$ cat src/rtl/ua_pkg.sv
package ua_pkg;

  typedef enum logic [1:0] {
    SZ_BYTE = 2'd0,
    SZ_HALF = 2'd1,
    SZ_WORD = 2'd2,
    SZ_BAD  = 2'd3
  } size_e;

  typedef enum logic [2:0] {
    ST_IDLE,
    ST_BEAT0,
    ST_BEAT1,
    ST_DRAIN,
    ST_RESP
  } seq_state_e;

  // lanes touched across a two-word window, bit k = byte k of lower word
  function automatic logic [7:0] lane_span(input logic [1:0] off, input logic [1:0] sz);
    logic [7:0] base;
    case (sz)
      2'd0:    base = 8'h01;
      2'd1:    base = 8'h03;
      default: base = 8'h0F;
    endcase
    return base << off;
  endfunction

  function automatic logic is_misaligned(input logic [1:0] off, input logic [1:0] sz);
    case (sz)
      2'd0:    return 1'b0;
      2'd1:    return off[0];
      default: return off != 2'd0;
    endcase
  endfunction

  function automatic logic [31:0] join_read(input logic [31:0] lo, input logic [31:0] hi,
                                            input logic [1:0] off, input logic [1:0] sz);
    logic [63:0] win;
    win = {hi, lo} >> {off, 3'b000};
    case (sz)
      2'd0:    return {24'h0, win[7:0]};
      2'd1:    return {16'h0, win[15:0]};
      default: return win[31:0];
    endcase
  endfunction

  function automatic logic [63:0] spread_write(input logic [31:0] wd, input logic [1:0] off);
    return {32'h0, wd} << {off, 3'b000};
  endfunction

endpackage

$ cat src/rtl/ua_classify.sv
module ua_classify
  import ua_pkg::*;
#(
  parameter int          ADDR_W     = 32,
  parameter int          N_WINDOWS  = 2,
  parameter logic [63:0] WIN_BASES  = {32'h4200_0000, 32'h2200_0000},
  parameter int          WIN_BITS   = 25
) (
  input  logic [ADDR_W-1:0] addr,
  input  logic [1:0]        size,
  input  logic              cfg_en,
  input  logic              multi,
  input  logic              stack,
  input  logic              excl,
  output logic              fault,
  output logic              split
);
  localparam logic [ADDR_W-1:0] HI_MASK = ~((ADDR_W'(1) << WIN_BITS) - ADDR_W'(1));

  logic [N_WINDOWS-1:0] win_hit;
  logic                 mis;
  logic [7:0]           span;

  for (genvar g = 0; g < N_WINDOWS; g++) begin : g_win
    localparam logic [ADDR_W-1:0] BASE = ADDR_W'(WIN_BASES[32*g +: 32]);
    assign win_hit[g] = (addr & HI_MASK) == (BASE & HI_MASK);
  end

  always_comb begin
    mis   = is_misaligned(addr[1:0], size);
    span  = lane_span(addr[1:0], size);
    split = |span[7:4];
    fault = (size == SZ_BAD) ||
            (mis && (!cfg_en || multi || stack || excl || (|win_hit)));
  end

endmodule

$ cat src/rtl/ua_lane_map.sv
module ua_lane_map
  import ua_pkg::*;
(
  input  logic [1:0]  off,
  input  logic [1:0]  size,
  input  logic [31:0] wdata,
  input  logic [31:0] rd_lo,
  input  logic [31:0] rd_hi,
  output logic [31:0] wd_lo,
  output logic [31:0] wd_hi,
  output logic [3:0]  strb_lo,
  output logic [3:0]  strb_hi,
  output logic [31:0] rd_joined
);
  logic [63:0] wwin;
  logic [7:0]  span;

  always_comb begin
    wwin      = spread_write(wdata, off);
    span      = lane_span(off, size);
    wd_lo     = wwin[31:0];
    wd_hi     = wwin[63:32];
    strb_lo   = span[3:0];
    strb_hi   = span[7:4];
    rd_joined = join_read(rd_lo, rd_hi, off, size);
  end

endmodule

$ cat src/rtl/ua_seq.sv
module ua_seq
  import ua_pkg::*;
(
  input  logic        clk,
  input  logic        rst_n,
  input  logic        req_fire,
  input  logic        fault_c,
  input  logic        split_c,
  input  logic        bus_ready,
  input  logic        bus_rvalid,
  input  logic        bus_rerr,
  input  logic [31:0] bus_rdata,
  output logic        req_ready,
  output logic        bus_valid,
  output logic        beat_sel,
  output logic        rsp_valid,
  output logic        rsp_fault,
  output logic        rsp_err,
  output logic        cur_split,
  output logic        beat0_accept,
  output logic [31:0] rbuf_lo,
  output logic [31:0] rbuf_hi
);
  seq_state_e state_q, state_d;
  logic [1:0] rcnt_q, rcnt_nxt, need;
  logic       flt_q, err_q;

  assign need         = cur_split ? 2'd2 : 2'd1;
  assign rcnt_nxt     = rcnt_q + {1'b0, bus_rvalid};
  assign req_ready    = state_q == ST_IDLE;
  assign bus_valid    = (state_q == ST_BEAT0) || (state_q == ST_BEAT1);
  assign beat_sel     = state_q == ST_BEAT1;
  assign rsp_valid    = state_q == ST_RESP;
  assign rsp_fault    = flt_q;
  assign rsp_err      = err_q;
  assign beat0_accept = (state_q == ST_BEAT0) && bus_ready;

  always_comb begin
    state_d = state_q;
    case (state_q)
      ST_IDLE:  if (req_fire) state_d = fault_c ? ST_RESP : ST_BEAT0;
      ST_BEAT0: if (bus_ready) state_d = cur_split ? ST_BEAT1 : ST_DRAIN;
      ST_BEAT1: if (bus_ready) state_d = ST_DRAIN;
      ST_DRAIN: if (rcnt_nxt == need) state_d = ST_RESP;
      ST_RESP:  state_d = ST_IDLE;
      default:  state_d = ST_IDLE;
    endcase
  end

  always_ff @(posedge clk or negedge rst_n) begin
    if (!rst_n) begin
      state_q   <= ST_IDLE;
      rcnt_q    <= '0;
      flt_q     <= 1'b0;
      err_q     <= 1'b0;
      cur_split <= 1'b0;
      rbuf_lo   <= '0;
      rbuf_hi   <= '0;
    end else begin
      state_q <= state_d;
      if (req_fire) begin
        rcnt_q    <= '0;
        flt_q     <= fault_c;
        err_q     <= 1'b0;
        cur_split <= split_c && !fault_c;
        rbuf_lo   <= '0;
        rbuf_hi   <= '0;
      end else if (bus_rvalid && state_q != ST_IDLE) begin
        rcnt_q <= rcnt_nxt;
        err_q  <= err_q | bus_rerr;
        if (rcnt_q == 2'd0) rbuf_lo <= bus_rdata;
        else                rbuf_hi <= bus_rdata;
      end
    end
  end

endmodule

$ cat src/rtl/unaligned_splitter.sv
module unaligned_splitter
  import ua_pkg::*;
#(
  parameter int          ADDR_W    = 32,
  parameter int          N_WINDOWS = 2,
  parameter logic [63:0] WIN_BASES = {32'h4200_0000, 32'h2200_0000},
  parameter int          WIN_BITS  = 25
) (
  input  logic              clk,
  input  logic              rst_n,
  input  logic              cfg_unaligned_en,
  input  logic              req_valid,
  output logic              req_ready,
  input  logic [ADDR_W-1:0] req_addr,
  input  logic [1:0]        req_size,
  input  logic              req_write,
  input  logic [31:0]       req_wdata,
  input  logic              req_multi,
  input  logic              req_stack,
  input  logic              req_excl,
  output logic              rsp_valid,
  output logic [31:0]       rsp_rdata,
  output logic              rsp_fault,
  output logic              rsp_err,
  output logic              bus_valid,
  input  logic              bus_ready,
  output logic [ADDR_W-1:0] bus_addr,
  output logic              bus_write,
  output logic [3:0]        bus_strb,
  output logic [31:0]       bus_wdata,
  input  logic              bus_rvalid,
  input  logic [31:0]       bus_rdata,
  input  logic              bus_rerr
);
  localparam int WORD_W = ADDR_W - 2;

  logic              ev_accept, ev_fault_accept, ev_beat0_accept;
  logic              cur_split, beat_sel, fault_c, split_c;
  logic [ADDR_W-1:0] addr_q;
  logic [1:0]        size_q;
  logic              write_q;
  logic [31:0]       wdata_q, rbuf_lo, rbuf_hi;
  logic [31:0]       wd_lo, wd_hi, rd_joined;
  logic [3:0]        strb_lo, strb_hi;
  logic [WORD_W-1:0] word_sel;

  assign ev_accept       = req_valid && req_ready;
  assign ev_fault_accept = ev_accept && fault_c;

  ua_classify #(
    .ADDR_W(ADDR_W), .N_WINDOWS(N_WINDOWS), .WIN_BASES(WIN_BASES), .WIN_BITS(WIN_BITS)
  ) u_classify (
    .addr(req_addr), .size(req_size), .cfg_en(cfg_unaligned_en),
    .multi(req_multi), .stack(req_stack), .excl(req_excl),
    .fault(fault_c), .split(split_c)
  );

  always_ff @(posedge clk or negedge rst_n) begin
    if (!rst_n) begin
      addr_q  <= '0;
      size_q  <= SZ_BYTE;
      write_q <= 1'b0;
      wdata_q <= '0;
    end else if (ev_accept) begin
      addr_q  <= req_addr;
      size_q  <= req_size;
      write_q <= req_write;
      wdata_q <= req_wdata;
    end
  end

  ua_seq u_seq (
    .clk(clk), .rst_n(rst_n), .req_fire(ev_accept), .fault_c(fault_c), .split_c(split_c),
    .bus_ready(bus_ready), .bus_rvalid(bus_rvalid), .bus_rerr(bus_rerr), .bus_rdata(bus_rdata),
    .req_ready(req_ready), .bus_valid(bus_valid), .beat_sel(beat_sel),
    .rsp_valid(rsp_valid), .rsp_fault(rsp_fault), .rsp_err(rsp_err),
    .cur_split(cur_split), .beat0_accept(ev_beat0_accept),
    .rbuf_lo(rbuf_lo), .rbuf_hi(rbuf_hi)
  );

  ua_lane_map u_lanes (
    .off(addr_q[1:0]), .size(size_q), .wdata(wdata_q),
    .rd_lo(rbuf_lo), .rd_hi(rbuf_hi),
    .wd_lo(wd_lo), .wd_hi(wd_hi), .strb_lo(strb_lo), .strb_hi(strb_hi),
    .rd_joined(rd_joined)
  );

  assign word_sel  = addr_q[ADDR_W-1:2] + WORD_W'(beat_sel);
  assign bus_addr  = {word_sel, 2'b00};
  assign bus_write = write_q;
  assign bus_strb  = beat_sel ? strb_hi : strb_lo;
  assign bus_wdata = beat_sel ? wd_hi : wd_lo;
  assign rsp_rdata = (write_q || rsp_fault) ? 32'h0 : rd_joined;

endmodule

$ cat config.mk
export PLATFORM = sky130hd
export DESIGN_NAME = unaligned_splitter
export DESIGN_NICKNAME = d
export VERILOG_FILES = /design/src/rtl/ua_pkg.sv /design/src/rtl/ua_classify.sv /design/src/rtl/ua_lane_map.sv /design/src/rtl/ua_seq.sv /design/src/rtl/unaligned_splitter.sv
export SDC_FILE = /design/constraint.sdc
export NUM_CORES = 1
export LEC_CHECK = 0
export BUFFER_PORTS_ARGS = -buffer_cell sky130_fd_sc_hd__clkbuf_2
export CELL_PAD_IN_SITES_DETAIL_PLACEMENT = 1
export CELL_PAD_IN_SITES_GLOBAL_PLACEMENT = 1
export CORE_UTILIZATION = 42
export DETAILED_ROUTE_END_ITERATION = 10
export PLACE_DENSITY_LB_ADDON = 0.25
export REMOVE_ABC_BUFFERS = 1
export SYNTH_ARGS = -nofsm -noshare
export SYNTH_HDL_FRONTEND = slang
export SYNTH_HIERARCHICAL = 1
export SYNTH_SLANG_ARGS = --single-unit
$ cat constraint.sdc
create_clock -name clk -period 5.1 [get_ports clk]
set_clock_uncertainty 0.15 [all_clocks]
set_input_delay 1.02 -clock clk [delete_from_list [all_inputs] [get_ports clk]]
set_output_delay 1.02 -clock clk [all_outputs]
set_load 0.02 [all_outputs]
# After elaboration in Yosys (flattened, before gate mapping)
# Index checks and enable logic that the tools add are counted.
[op_classes]
add_sub_neg = 2
n_mul = 0
div = 0
magnitude_cmp = 0
eq_ne = 15
shift = 4
n_mux = 25
bitwise_logic = 1
n_reduce_logical = 26
[ops]
columns = ["operator", "count"]
rows = [
  ["32-bit two-way mux", 8],
  ["32-bit one-hot mux with 2 select lines", 1],
  ["32-bit by 5-bit << shifter with 64-bit output", 1],
  ["64-bit by 5-bit >> shifter with 32-bit output", 1],
  ["30-bit by 1-bit adder with 30-bit output", 1],
  ["4-bit one-hot mux with 2 select lines", 2],
  ["4-bit by 2-bit << shifter with 8-bit output", 2],
  ["3-bit two-way mux", 5],
  ["3-bit one-hot mux with 4 select lines", 1],
  ["7-bit by 5-bit == test with 1-bit output (second input constant)", 1],
  ["7-bit by 6-bit == test with 1-bit output (second input constant)", 1],
  ["1-bit logical OR", 7],
  ["3-bit by 2-bit == test with 1-bit output (second input constant)", 2],
  ["2-bit logical NOT", 3],
  ["2-bit two-way mux", 3],
  ["2-bit inequality test (second input constant)", 3],
  ["2-bit nonzero test", 3],
  ["2-bit by 1-bit == test with 1-bit output (second input constant)", 2],
  ["1-bit logical AND", 4],
  ["4-bit two-way mux", 1],
  ["2-bit by 1-bit inequality test with 1-bit output (second input constant)", 2],
  ["2-bit AND reduction", 2],
  ["4-bit AND reduction", 1],
  ["4-bit OR reduction", 1],
  ["other kinds (12)", 15],
]
[word_totals]
regBits = 139
latch_bits = 0
mem_bits_rw = 0
mem_bits_ro = 0
in_bits = 109
elab_cells = 84
n_memories = 0

# Logic depth before layout (Yosys ltp)
[logic_depth]
ltp_word = 10
depth_mapped = 11

# Cells and area by module
# The synthesis kept the hierarchy.
[by_module_without_submodules]
columns = ["module", "n_inst", "cells_each", "area_each_um2"]
rows = [
  ["unaligned_splitter", 1, 303, 3738.6],
  ["ua_seq", 1, 335, 3492.1],
  ["ua_lane_map", 1, 211, 1657.8],
  ["ua_classify", 1, 10, 65.1],
]

# Least setup slack after synthesis
# OpenSTA, ideal clock, no wires.
[synth_timing]
path_kind = "reg2out"
from = "register u_seq.state_q[0]"
to = "output bus_addr[23]"
arrival_ps = 2184
required_ps = 3930
path_slack_ps = 1746
stages_incl_launch_ff = 9
cell_sequence = "dfrtp_1 -> buf_2 -> nor3b_1 -> ha_1 -> nand4_2 -> nor3_4 -> buf_4 -> nand4_1 -> xnor2_1"
[synth_between]
elab_chain_len = 2
[synth_lines]
columns = ["element", "line_no", "rtl"]
rows = [
  ["start: declaration", "ua_seq.sv:24", "seq_state_e state_q, state_d;"],
  ["start signal: assignment", "ua_seq.sv:60", "state_q <= state_d;"],
  ["3-bit by 2-bit == test with 1-bit output", "ua_seq.sv:32", "assign beat_sel = state_q == ST_BEAT1;"],
  ["net beat_sel", "unaligned_splitter.sv:38", "logic cur_split, beat_sel, fault_c, split_c;"],
  ["30-bit by 1-bit adder with 30-bit output", "unaligned_splitter.sv:88", "assign word_sel = addr_q[ADDR_W-1:2] + WORD_W'(beat_sel);"],
  ["end: declaration", "unaligned_splitter.sv:27", "output logic [ADDR_W-1:0] bus_addr,"],
]
# The timed path passes the listed nets, and every way through them passes these cells.

# Worst setup path in the final report
[layout_timing]
from = "register u_seq.state_q[1]"
to = "output bus_addr[31]"
# Same word-level chain as after synthesis.

==> flow_metrics.env <==
export IMPL_pin_count=215
export IMPL_drt_initial_drc_count=253
export IMPL_dieArea_um2=21100
export IMPL_clk_pin_slew_ns=0.06
export IMPL_post_route_period_util_pct=80.7
export IMPL_timing_hold_ws_ns=0.361
export IMPL_syn_cell_area_um2=8610
export IMPL_stdcell_count=1280
export IMPL_hold_buffers=0
export IMPL_path_cells="nor3b_2, ha_1, nand4_2, nor3_4, nand4_1, xnor2_1, clkbuf_2"
export IMPL_drive_above_1_share_pct=36.9
export IMPL_worstPathArrival_ns=2.94
export IMPL_setup_viol=0
export IMPL_start_kind="flop"
export IMPL_fmax_ghz=0.243
export IMPL_gp_congestion=0.772
export IMPL_hp_class="reg2reg"
export IMPL_wirelength_um=23600
export IMPL_cts_resized=0
export IMPL_fp_dieW_um=145
export IMPL_finalHoldViolations=0
export IMPL_clk_insertion_delay_late_ns=0.41
export IMPL_antenna_found_initial=0
export IMPL_fin_setup_tns_ns=0
export IMPL_vias=6777
export IMPL_cts_buffer_depth=2
export IMPL_placedCellCount=1248
export IMPL_cts_sinks=131
export IMPL_end_kind="output pin"
export IMPL_slew_violations=0
export IMPL_dieHeight_um=145
export IMPL_numPortBuffers=212
export IMPL_drv_cap=0
export IMPL_numCtsBuffers=17
export IMPL_nNetsFinal=1110
export IMPL_yosysWarnings=6
export IMPL_leakagePower_nw=4.93
export IMPL_cts_tree="built"
export IMPL_syn_to_final_growth_pct=19.2
export IMPL_drt_pass1_iterations=4
export IMPL_grt_pass1_wl_um=38300
export IMPL_relSlewSlack_pct=26.5
export IMPL_gr_total_overflow=0
export IMPL_grt_max_degree=102
export IMPL_peakVddDrop_v=0.000449
export IMPL_worst_pin_slew_ns=1.10
export IMPL_min_period_ns=4.11
export IMPL_htreeDepth=4
export IMPL_crit_slowest_cell="dfrtp_1"
export IMPL_drc=0
export IMPL_diodes=0
export IMPL_r2r_setup_slack_ns=2.32
export IMPL_dp_hpwl_um=16200
export IMPL_root_buffer="clkbuf_16"
export IMPL_syn_avg_cell_area_um2=10.4
export IMPL_core_um2=20200
export IMPL_power_density_nw_per_um2=730
export IMPL_crit_type="reg2out"
export IMPL_start_util_pct=42.7
export IMPL_crit_path_max_incr_delay_ns=0.56
export IMPL_routedWlPerCell_um=18.4
export IMPL_netlist_instances=825
export IMPL_rsz0062_at_grt="no"
export IMPL_required_ns=3.93
export IMPL_grt_pass1_vias=7145
export IMPL_crit_fanout=13
export IMPL_grtUsageTotal_pct=22.9
export IMPL_status="finished, final reports clean"
export IMPL_post_cts_buffers=0
export IMPL_via_per_inst=5.29
export IMPL_num_rows=52
export IMPL_postRouteAntennaNets=0
==> sequential cells by signal (all words and copies together), names as in the netlist <==
signal and count:
addr_q 32, bus_write 1, size_q 2, u_seq/cur_split 1
u_seq/rbuf_hi 24, u_seq/rbuf_lo 32, u_seq/rcnt_q 2, u_seq/rsp_err 1
u_seq/rsp_fault 1, u_seq/state_q 3, wdata_q 32
==> final cells by class <==
class / count / area [um2]
fillers: 2339 / 9900
multi-input cells: 618 / 4870
flip-flops and latches: 131 / 3280
repair buffers: 223 / 1160
clock buffers: 23 / 498
well taps: 270 / 338
clock inverters: 9 / 95.1
inverters: 6 / 22.5
==> worst paths after layout <==
kind / from / depth (start not counted) / end
setup / recovery: u_seq/state_q[1]$_DFFE_PN0P_ / 7 / bus_addr[31]
hold / removal: u_seq/rsp_err$_DFFE_PN0P_ / 2 / u_seq/rsp_err$_DFFE_PN0P_
setup reg to reg: u_seq/state_q[2]$_DFFE_PN0P_ / 4 / wdata_q[16]$_DFFE_PN0P_
hold reg to reg: u_seq/rsp_err$_DFFE_PN0P_ / 2 / u_seq/rsp_err$_DFFE_PN0P_
max in group asynchronous: rst_n / 2 / wdata_q[5]$_DFFE_PN0P_
min in group asynchronous: rst_n / 1 / u_seq/rbuf_lo[10]$_DFFE_PN0P_
==> cells in the final DEF (no fill, tap or decap), drive strengths merged, types with 2 or more instances in the layout <==
master,count
inv,8
nand2,17
and2,42
ha,4
buf,12
nor3,5
nor2b,26
o21ai,54
o22ai,26
mux2i,121
and4,4
or3,2
nand3,14
mux2,103
a21oi,4
a22o,2
nor2,26
xor2,5
xnor2,26
o31ai,2
nand2b,70
conb,11
nand4,8
o2bb2ai,16
clkbuf,234
clkinvlp,4
nand4b,3
and3,16
clkinv,2
dfrtp,131
==> stage by stage <==
step / power [mW] / setup slack [ns] / utilization (%) / area, um2
6_report: 7.49 / 0.986 / 50.9 / 10300
5_1_grt: 7.99 / 0.728 / 50.9 / 10300
4_1_cts: 7.56 / 0.933 / 50.9 / 10300
3_5_place_dp: 6.31 / 1.33 / 48.0 / 9680
3_3_place_gp: 6.20 / 1.48 / 48.0 / 9680
2_1_floorplan: 5.07 / -1.03 / - / 8160
==> critical path, delay by kind of cell, from the launching register on <==
kind / cells / cell delay (ns)
AND/OR/NAND/NOR: 4 / 1.29
adder cells (fa/ha/maj): 1 / 0.27
buffers and inverters: 1 / 0.20
XOR/XNOR: 1 / 0.21
flip-flops: 1 / 0.56
==> power breakdown <==
part	internal (mW)	switching, mW	total (mW)
Clock	0.741	0.478	1.22
Sequential	1.55	0.644	2.19
Combinational	1.82	2.26	4.08
Total	4.11	3.38	7.49
==> layer usage <==
layer  global-route usage (%)  part of all wire [%]  vias up
met2                     37.3                    47      159
met5                        0                     0        -
met1                     31.1                    47     3371
li1                         -                     -     3233
met3                     5.16                   5.1       14
met4                     4.68                  0.86        0
(Power assumes the default switching activity.)
